$ cat config.mk
export PLATFORM = sky130hd
export DESIGN_NAME = sdf_enable_ctrl
export DESIGN_NICKNAME = d
export VERILOG_FILES = /design/src/rtl/sdf_en_pkg.sv /design/src/rtl/sdf_en_ctrl.sv /design/src/rtl/sdf_en_regs.sv /design/src/rtl/sdf_en_edge.sv /design/src/rtl/sdf_enable_ctrl.sv
export SDC_FILE = /design/constraint.sdc
export NUM_CORES = 1
export LEC_CHECK = 0
export CAP_MARGIN = 25
export CORE_ASPECT_RATIO = 1.5
export CORE_MARGIN = 2
export CORE_UTILIZATION = 30
export CTS_CLUSTER_DIAMETER = 150
export DETAILED_ROUTE_END_ITERATION = 6
export SETUP_SLACK_MARGIN = 0.4
export SLEW_MARGIN = 40
export SYNTH_ARGS = -nofsm -noshare
export SYNTH_HDL_FRONTEND = slang
export SYNTH_SLANG_ARGS = --single-unit
$ cat constraint.sdc
create_clock -name clk -period 1.5 [get_ports clk]
set_clock_uncertainty 0.15 [all_clocks]
set_input_delay 0.3 -clock clk [delete_from_list [all_inputs] [get_ports clk]]
set_output_delay 0.3 -clock clk [all_outputs]
set_load 0.02 [all_outputs]
$ cat src/rtl/sdf_en_pkg.sv
package sdf_en_pkg;
  localparam int ADDR_W = 2;

  localparam logic [ADDR_W-1:0] ADDR_MASTER = 2'd0;
  localparam logic [ADDR_W-1:0] ADDR_CHAN   = 2'd1;
  localparam logic [ADDR_W-1:0] ADDR_FILT   = 2'd2;

  // decoded register write strobes from control to datapath
  typedef struct packed {
    logic wrMaster;
    logic wrChan;
    logic wrFilt;
  } wrStrobe_t;
endpackage

$ cat src/rtl/sdf_en_ctrl.sv
module sdf_en_ctrl
  import sdf_en_pkg::*;
(
  input  logic              clk,
  input  logic              rstN,
  input  logic              wrEn,
  input  logic [ADDR_W-1:0] wrAddr,
  input  logic              stopReq,
  input  logic              masterEn,
  input  logic              filtEnAny,
  output wrStrobe_t         strb,
  output logic              clkGateAck,
  output logic              stopErr
);

  // address decode; any other address is dropped
  always_comb begin
    strb          = '0;
    strb.wrMaster = wrEn && (wrAddr == ADDR_MASTER);
    strb.wrChan   = wrEn && (wrAddr == ADDR_CHAN);
    strb.wrFilt   = wrEn && (wrAddr == ADDR_FILT);
  end

  logic gateOk;
  logic gateBad;
  assign gateOk  = stopReq && !masterEn && !filtEnAny;
  assign gateBad = stopReq && masterEn;

  always_ff @(posedge clk or negedge rstN) begin
    if (!rstN) begin
      clkGateAck <= 1'b0;
      stopErr    <= 1'b0;
    end else begin
      clkGateAck <= gateOk;
      stopErr    <= gateBad;
    end
  end

  // request with master enable set yields error, not acknowledge
  a_r9_err_on_master: assert property (@(posedge clk) disable iff (!rstN)
    (stopReq && masterEn) |=> (stopErr && !clkGateAck));

  // a filter bit still set blocks the acknowledge
  a_r10_filter_blocks: assert property (@(posedge clk) disable iff (!rstN)
    (stopReq && filtEnAny) |=> !clkGateAck);

  // acknowledge and error never together
  a_r8_ack_err_excl: assert property (@(posedge clk) disable iff (!rstN)
    !(clkGateAck && stopErr));
endmodule

$ cat src/rtl/sdf_en_regs.sv
module sdf_en_regs
  import sdf_en_pkg::*;
#(
  parameter int NUM_CH   = 8,
  parameter int NUM_FILT = 4,
  parameter int DATA_W   = 8
) (
  input  logic                clk,
  input  logic                rstN,
  input  wrStrobe_t           strb,
  input  logic [DATA_W-1:0]   wrData,
  output logic                masterEn,
  output logic                filtEnAny,
  output logic [NUM_CH-1:0]   chRun,
  output logic [NUM_FILT-1:0] filtRun
);

  logic [NUM_CH-1:0]   chEn;
  logic [NUM_FILT-1:0] filtEn;

  always_ff @(posedge clk or negedge rstN) begin
    if (!rstN)              masterEn <= 1'b0;
    else if (strb.wrMaster) masterEn <= wrData[0];
  end

  for (genvar c = 0; c < NUM_CH; c++) begin : g_chan
    always_ff @(posedge clk or negedge rstN) begin
      if (!rstN)            chEn[c] <= 1'b0;
      else if (strb.wrChan) chEn[c] <= wrData[c];
    end
    assign chRun[c] = chEn[c] && masterEn;
  end

  for (genvar f = 0; f < NUM_FILT; f++) begin : g_filt
    always_ff @(posedge clk or negedge rstN) begin
      if (!rstN)            filtEn[f] <= 1'b0;
      else if (strb.wrFilt) filtEn[f] <= wrData[f];
    end
    assign filtRun[f] = filtEn[f] && masterEn;

    // clearing the filter bit stops the filter on the next cycle
    a_r4_abort_now: assert property (@(posedge clk) disable iff (!rstN)
      (strb.wrFilt && !wrData[f]) |=> !filtRun[f]);
  end

  assign filtEnAny = |filtEn;

  // clearing the master enable silences every run signal
  a_r7_master_off: assert property (@(posedge clk) disable iff (!rstN)
    (strb.wrMaster && !wrData[0]) |=> (chRun == '0 && filtRun == '0));

  // no write strobe, no change in run outputs
  a_r2_hold: assert property (@(posedge clk) disable iff (!rstN)
    (strb == '0) |=> ($stable(chRun) && $stable(filtRun)));
endmodule

$ cat src/rtl/sdf_en_edge.sv
module sdf_en_edge (
  input  logic clk,
  input  logic rstN,
  input  logic run,
  output logic reinitPulse,
  output logic clearPulse
);

  logic runQ;

  always_ff @(posedge clk or negedge rstN) begin
    if (!rstN) begin
      runQ        <= 1'b0;
      reinitPulse <= 1'b0;
      clearPulse  <= 1'b0;
    end else begin
      runQ        <= run;
      reinitPulse <= run && !runQ;
      clearPulse  <= !run && runQ;
    end
  end

  // a start always brings a reinit pulse one cycle later
  a_r5_reinit_follows: assert property (@(posedge clk) disable iff (!rstN)
    $rose(run) |=> reinitPulse);

  // pulse lasts a single cycle
  a_r5_reinit_single: assert property (@(posedge clk) disable iff (!rstN)
    reinitPulse |=> !reinitPulse);

  // a stop always brings a status clear one cycle later
  a_r6_clear_follows: assert property (@(posedge clk) disable iff (!rstN)
    $fell(run) |=> clearPulse);

  // clear and reinit never coincide
  a_r6_excl: assert property (@(posedge clk) disable iff (!rstN)
    !(clearPulse && reinitPulse));
endmodule

$ cat src/rtl/sdf_enable_ctrl.sv
module sdf_enable_ctrl
  import sdf_en_pkg::*;
#(
  parameter int NUM_CH   = 8,
  parameter int NUM_FILT = 4,
  parameter int DATA_W   = 8
) (
  input  logic                clk,
  input  logic                rstN,
  input  logic                wrEn,
  input  logic [ADDR_W-1:0]   wrAddr,
  input  logic [DATA_W-1:0]   wrData,
  input  logic                stopReq,
  output logic [NUM_CH-1:0]   chRun,
  output logic [NUM_FILT-1:0] filtRun,
  output logic [NUM_FILT-1:0] sincReinit,
  output logic [NUM_FILT-1:0] integReinit,
  output logic [NUM_FILT-1:0] statusClr,
  output logic [NUM_FILT-1:0] wdogStatusClr,
  output logic                clkGateAck,
  output logic                stopErr
);

  wrStrobe_t strb;
  logic      masterEn;
  logic      filtEnAny;

  sdf_en_ctrl u_ctrl (
    .clk       (clk),
    .rstN      (rstN),
    .wrEn      (wrEn),
    .wrAddr    (wrAddr),
    .stopReq   (stopReq),
    .masterEn  (masterEn),
    .filtEnAny (filtEnAny),
    .strb      (strb),
    .clkGateAck(clkGateAck),
    .stopErr   (stopErr)
  );

  sdf_en_regs #(
    .NUM_CH  (NUM_CH),
    .NUM_FILT(NUM_FILT),
    .DATA_W  (DATA_W)
  ) u_regs (
    .clk      (clk),
    .rstN     (rstN),
    .strb     (strb),
    .wrData   (wrData),
    .masterEn (masterEn),
    .filtEnAny(filtEnAny),
    .chRun    (chRun),
    .filtRun  (filtRun)
  );

  logic [NUM_FILT-1:0] reinitP;
  logic [NUM_FILT-1:0] clearP;

  for (genvar f = 0; f < NUM_FILT; f++) begin : g_edge
    sdf_en_edge u_edge (
      .clk        (clk),
      .rstN       (rstN),
      .run        (filtRun[f]),
      .reinitPulse(reinitP[f]),
      .clearPulse (clearP[f])
    );
  end

  assign sincReinit    = reinitP;
  assign integReinit   = reinitP;
  assign statusClr     = clearP;
  assign wdogStatusClr = clearP;
endmodule

==> results.ini <==
[run_status]
status=finished with violations
violations=setup timing

[synthesis]
synth_seq_area_share_pct=58.8
synth_top_area_share_pct=58.8
mappedNetlistArea_sq_mm=0.00115
syn_area_per_cell_sq_um=12.8
synthTopCellsByArea=dfrtp_1 (59%), buf_4 (13%), mux2_2 (13%)
yosys.cell_types.count=14
yosys.area.top_type=dfrtp_1
ys_ff_latch=27
syn-num-nets=104
yosysWarnings=0
synth_cells=90

[sta]
worst_pin_slew_ns=0.200
max_slew_margin_pct=86.7
slew_viol_final=0
finalSetupViolCount=12
max_freq_mhz=641
finalSetupTns_ns=-0.512
period_share_pct=104
min_period_ns=1.56
postLayoutSetupSlackWorst_ns=-0.0612
finalHoldViolCount=0
rsz0062_at_grt=true

[power_and_ir_drop]
p_leak_uw=0.000877
p_comb_share_pct=41.1
vdd_drop_max_v=0.000761
powerDensity_mw_per_mm2=1260
p_total_uw=2260
power_frac_seq_pct=41.9
clockPowerShare_pct=17.0
power.switching_uw=669
swShare_pct=29.6
internal_power_uw=1590

[setup_path]
crit_fanout=5
r2r_slack_ns=0.12
crit_path_end=chRun[0]
cpPeakStageDelay_ns=0.42
crit_path_cell_trace=buf_4 -> and2_4 -> buf_6
required_ns=1.05
worstSetupEndpointType=output port
startpoint_type=register
startpoint=u_regs.masterEn
r2r-start=u_regs.filtEn[0]
cp_slowest_cell=dfrtp_1
reg2regPathDepth=3
r2r_end=u_ctrl.clkGateAck
crit_type=reg2out
worstPathArrival_ns=1.11

[global_route]
gr-total-overflow=0
grt.total_usage_pct=9.57
antenna_found_initial=0
grt_pass1_wl_mm=2.99
grt_max_degree=28
grt_pass1_vias=725

[place]
gp_congestion=0.678
dpl_cell_area_sq_mm=0.00160
port_buffers=43
dp_hpwl_mm=1.48

[drt]
postRouteAntennaNets=0
dr.first_iter.drc_count=1
wirelength_mm=1.93
drc=0
wl_per_cell_microns=11.2
vias=751
drtPass1Iterations=2
viasPerCell=4.34

[floorplan]
pin_count=44
die_y_microns=79.8
die_w_microns=54.6
num_rows=27
die_area_sq_mm=0.00435
core_area_sq_mm=0.00368
start_util_pct=31.2

[clocking]
path_clk_slew_ns=0.08
cts_sinks=27
cts.path.max_buffers=2
clk_latency_ns=0.26
cts_tree=yes
ctsRootBufferMaster=clkbuf_8
numCtsBuffers=3
cts_max_level=1

[finish]
antenna_cells=0
final_cell_area_sq_mm=0.00179
area_growth_pct=55.3
layout-drive-gt1-share_pct=66.2
fin_nets=145
post-route-util_pct=48.5

[job]
max_cap_violations=0

[hold_path]
hold_path.class=in2async

## power groups by stage
stage                     logic, uW  clock network (uW)  registers [uW]
after global routing            990                 440             962
after detailed placement        801                   0             932
after floorplan                 527                   0             928
final                           927                 384             945
after global placement          792                   0             922
after CTS                       845                 408             938
## area by class of cell
class / count / area [sq um]
sequential: 27 / 676
timing repair buffer: 57 / 606
tap: 43 / 53.8
clock buffer: 4 / 45.0
multi-input combinational: 39 / 392
fill: 349 / 1900
inverter: 3 / 13.8
## registers in the layout, indices dropped and copies added (netlist names)
register and cells:
g_edge.u_edge.runQ 4, g_edge.u_edge.clearPulse 4, u_regs.filtEn 4, g_edge.u_edge.reinitPulse 4
u_regs.chEn 8, u_ctrl.clkGateAck 1, u_regs.masterEn 1, u_ctrl.stopErr 1
## how the worst min path moves through the flow
| stage | start | endpoint | cells after the start |
|---|---|---|---|
| floorplan | rstN | g_edge[0].u_edge.clearPulse | 0 |
| finish | rstN | u_regs.chEn[4] | 2 |
| global route | rstN | u_regs.chEn[3] | 2 |
| CTS | rstN | u_regs.chEn[3] | 2 |
| detailed placement | g_edge[3].u_edge.runQ | g_edge[3].u_edge.reinitPulse | 1 |
| global placement | g_edge[1].u_edge.runQ | g_edge[1].u_edge.reinitPulse | 1 |
## synthesized netlist by cell type
master,number
clkbuf_1,1
nand3b_2,1
buf_4,20
nor2_1,3
dfrtp_1,27
nand3b_1,1
and2_1,13
nand2_1,3
inv_1,3
mux2_2,13
nor3b_1,1
nor2b_1,2
nor3_2,1
or4b_1,1
## placed cells by master, fill, tap and decap left out, types with 2 or more instances in the layout
cell type        count
nand2_4              3
nor2b_1              2
buf_4                7
inv_2                2
and2_4              12
dfrtp_1             27
clkbuf_8             3
clkdlybuf4s50_1     10
buf_6               36
clkdlybuf4s15_2      2
nor2_1               2
mux2_2              12
## what timing repair did
item,in CTS,in global routing
hold buffers,0,0
pin swaps,1,6
gates cloned,0,1
setup endpoints to repair,46,34
gates resized for setup,193,22
buffers inserted,0,3
## metal layers
| layer | vias up | share of wire [%] | global-route usage (%) |
|---|---|---|---|
| met4 | 0 | 1.3 | 4.50 |
| met2 | 39 | 54 | 16.5 |
| met5 | - | 0 | 0 |
| met1 | 356 | 37 | 10.8 |
| met3 | 2 | 7.9 | 1.87 |
| li1 | 354 | - | - |
## stage by stage
stage | hold slack, ns | std cells | worst slack, ns
finish | 0.224 | 173 | -0.0612
global route | 0.234 | 173 | -0.109
CTS | 0.226 | 169 | -0.0414
detailed placement | 0.252 | 165 | -0.218
global placement | 0.246 | 165 | -0.210
floorplan | -0.146 | 90 | 0.296
## cell families after synthesis
family | share of synthesized area, %
and+or+nand+nor | 14.1
buffers and inverters | 14.4
DFF | 58.8
muxes | 12.7
## critical path, delay by kind of cell, from the launching register on
family        cells  cell delay [ns]
flops             1             0.42
simple gates      1             0.13
buf+inv           2             0.29
(Power assumes the default switching activity.)
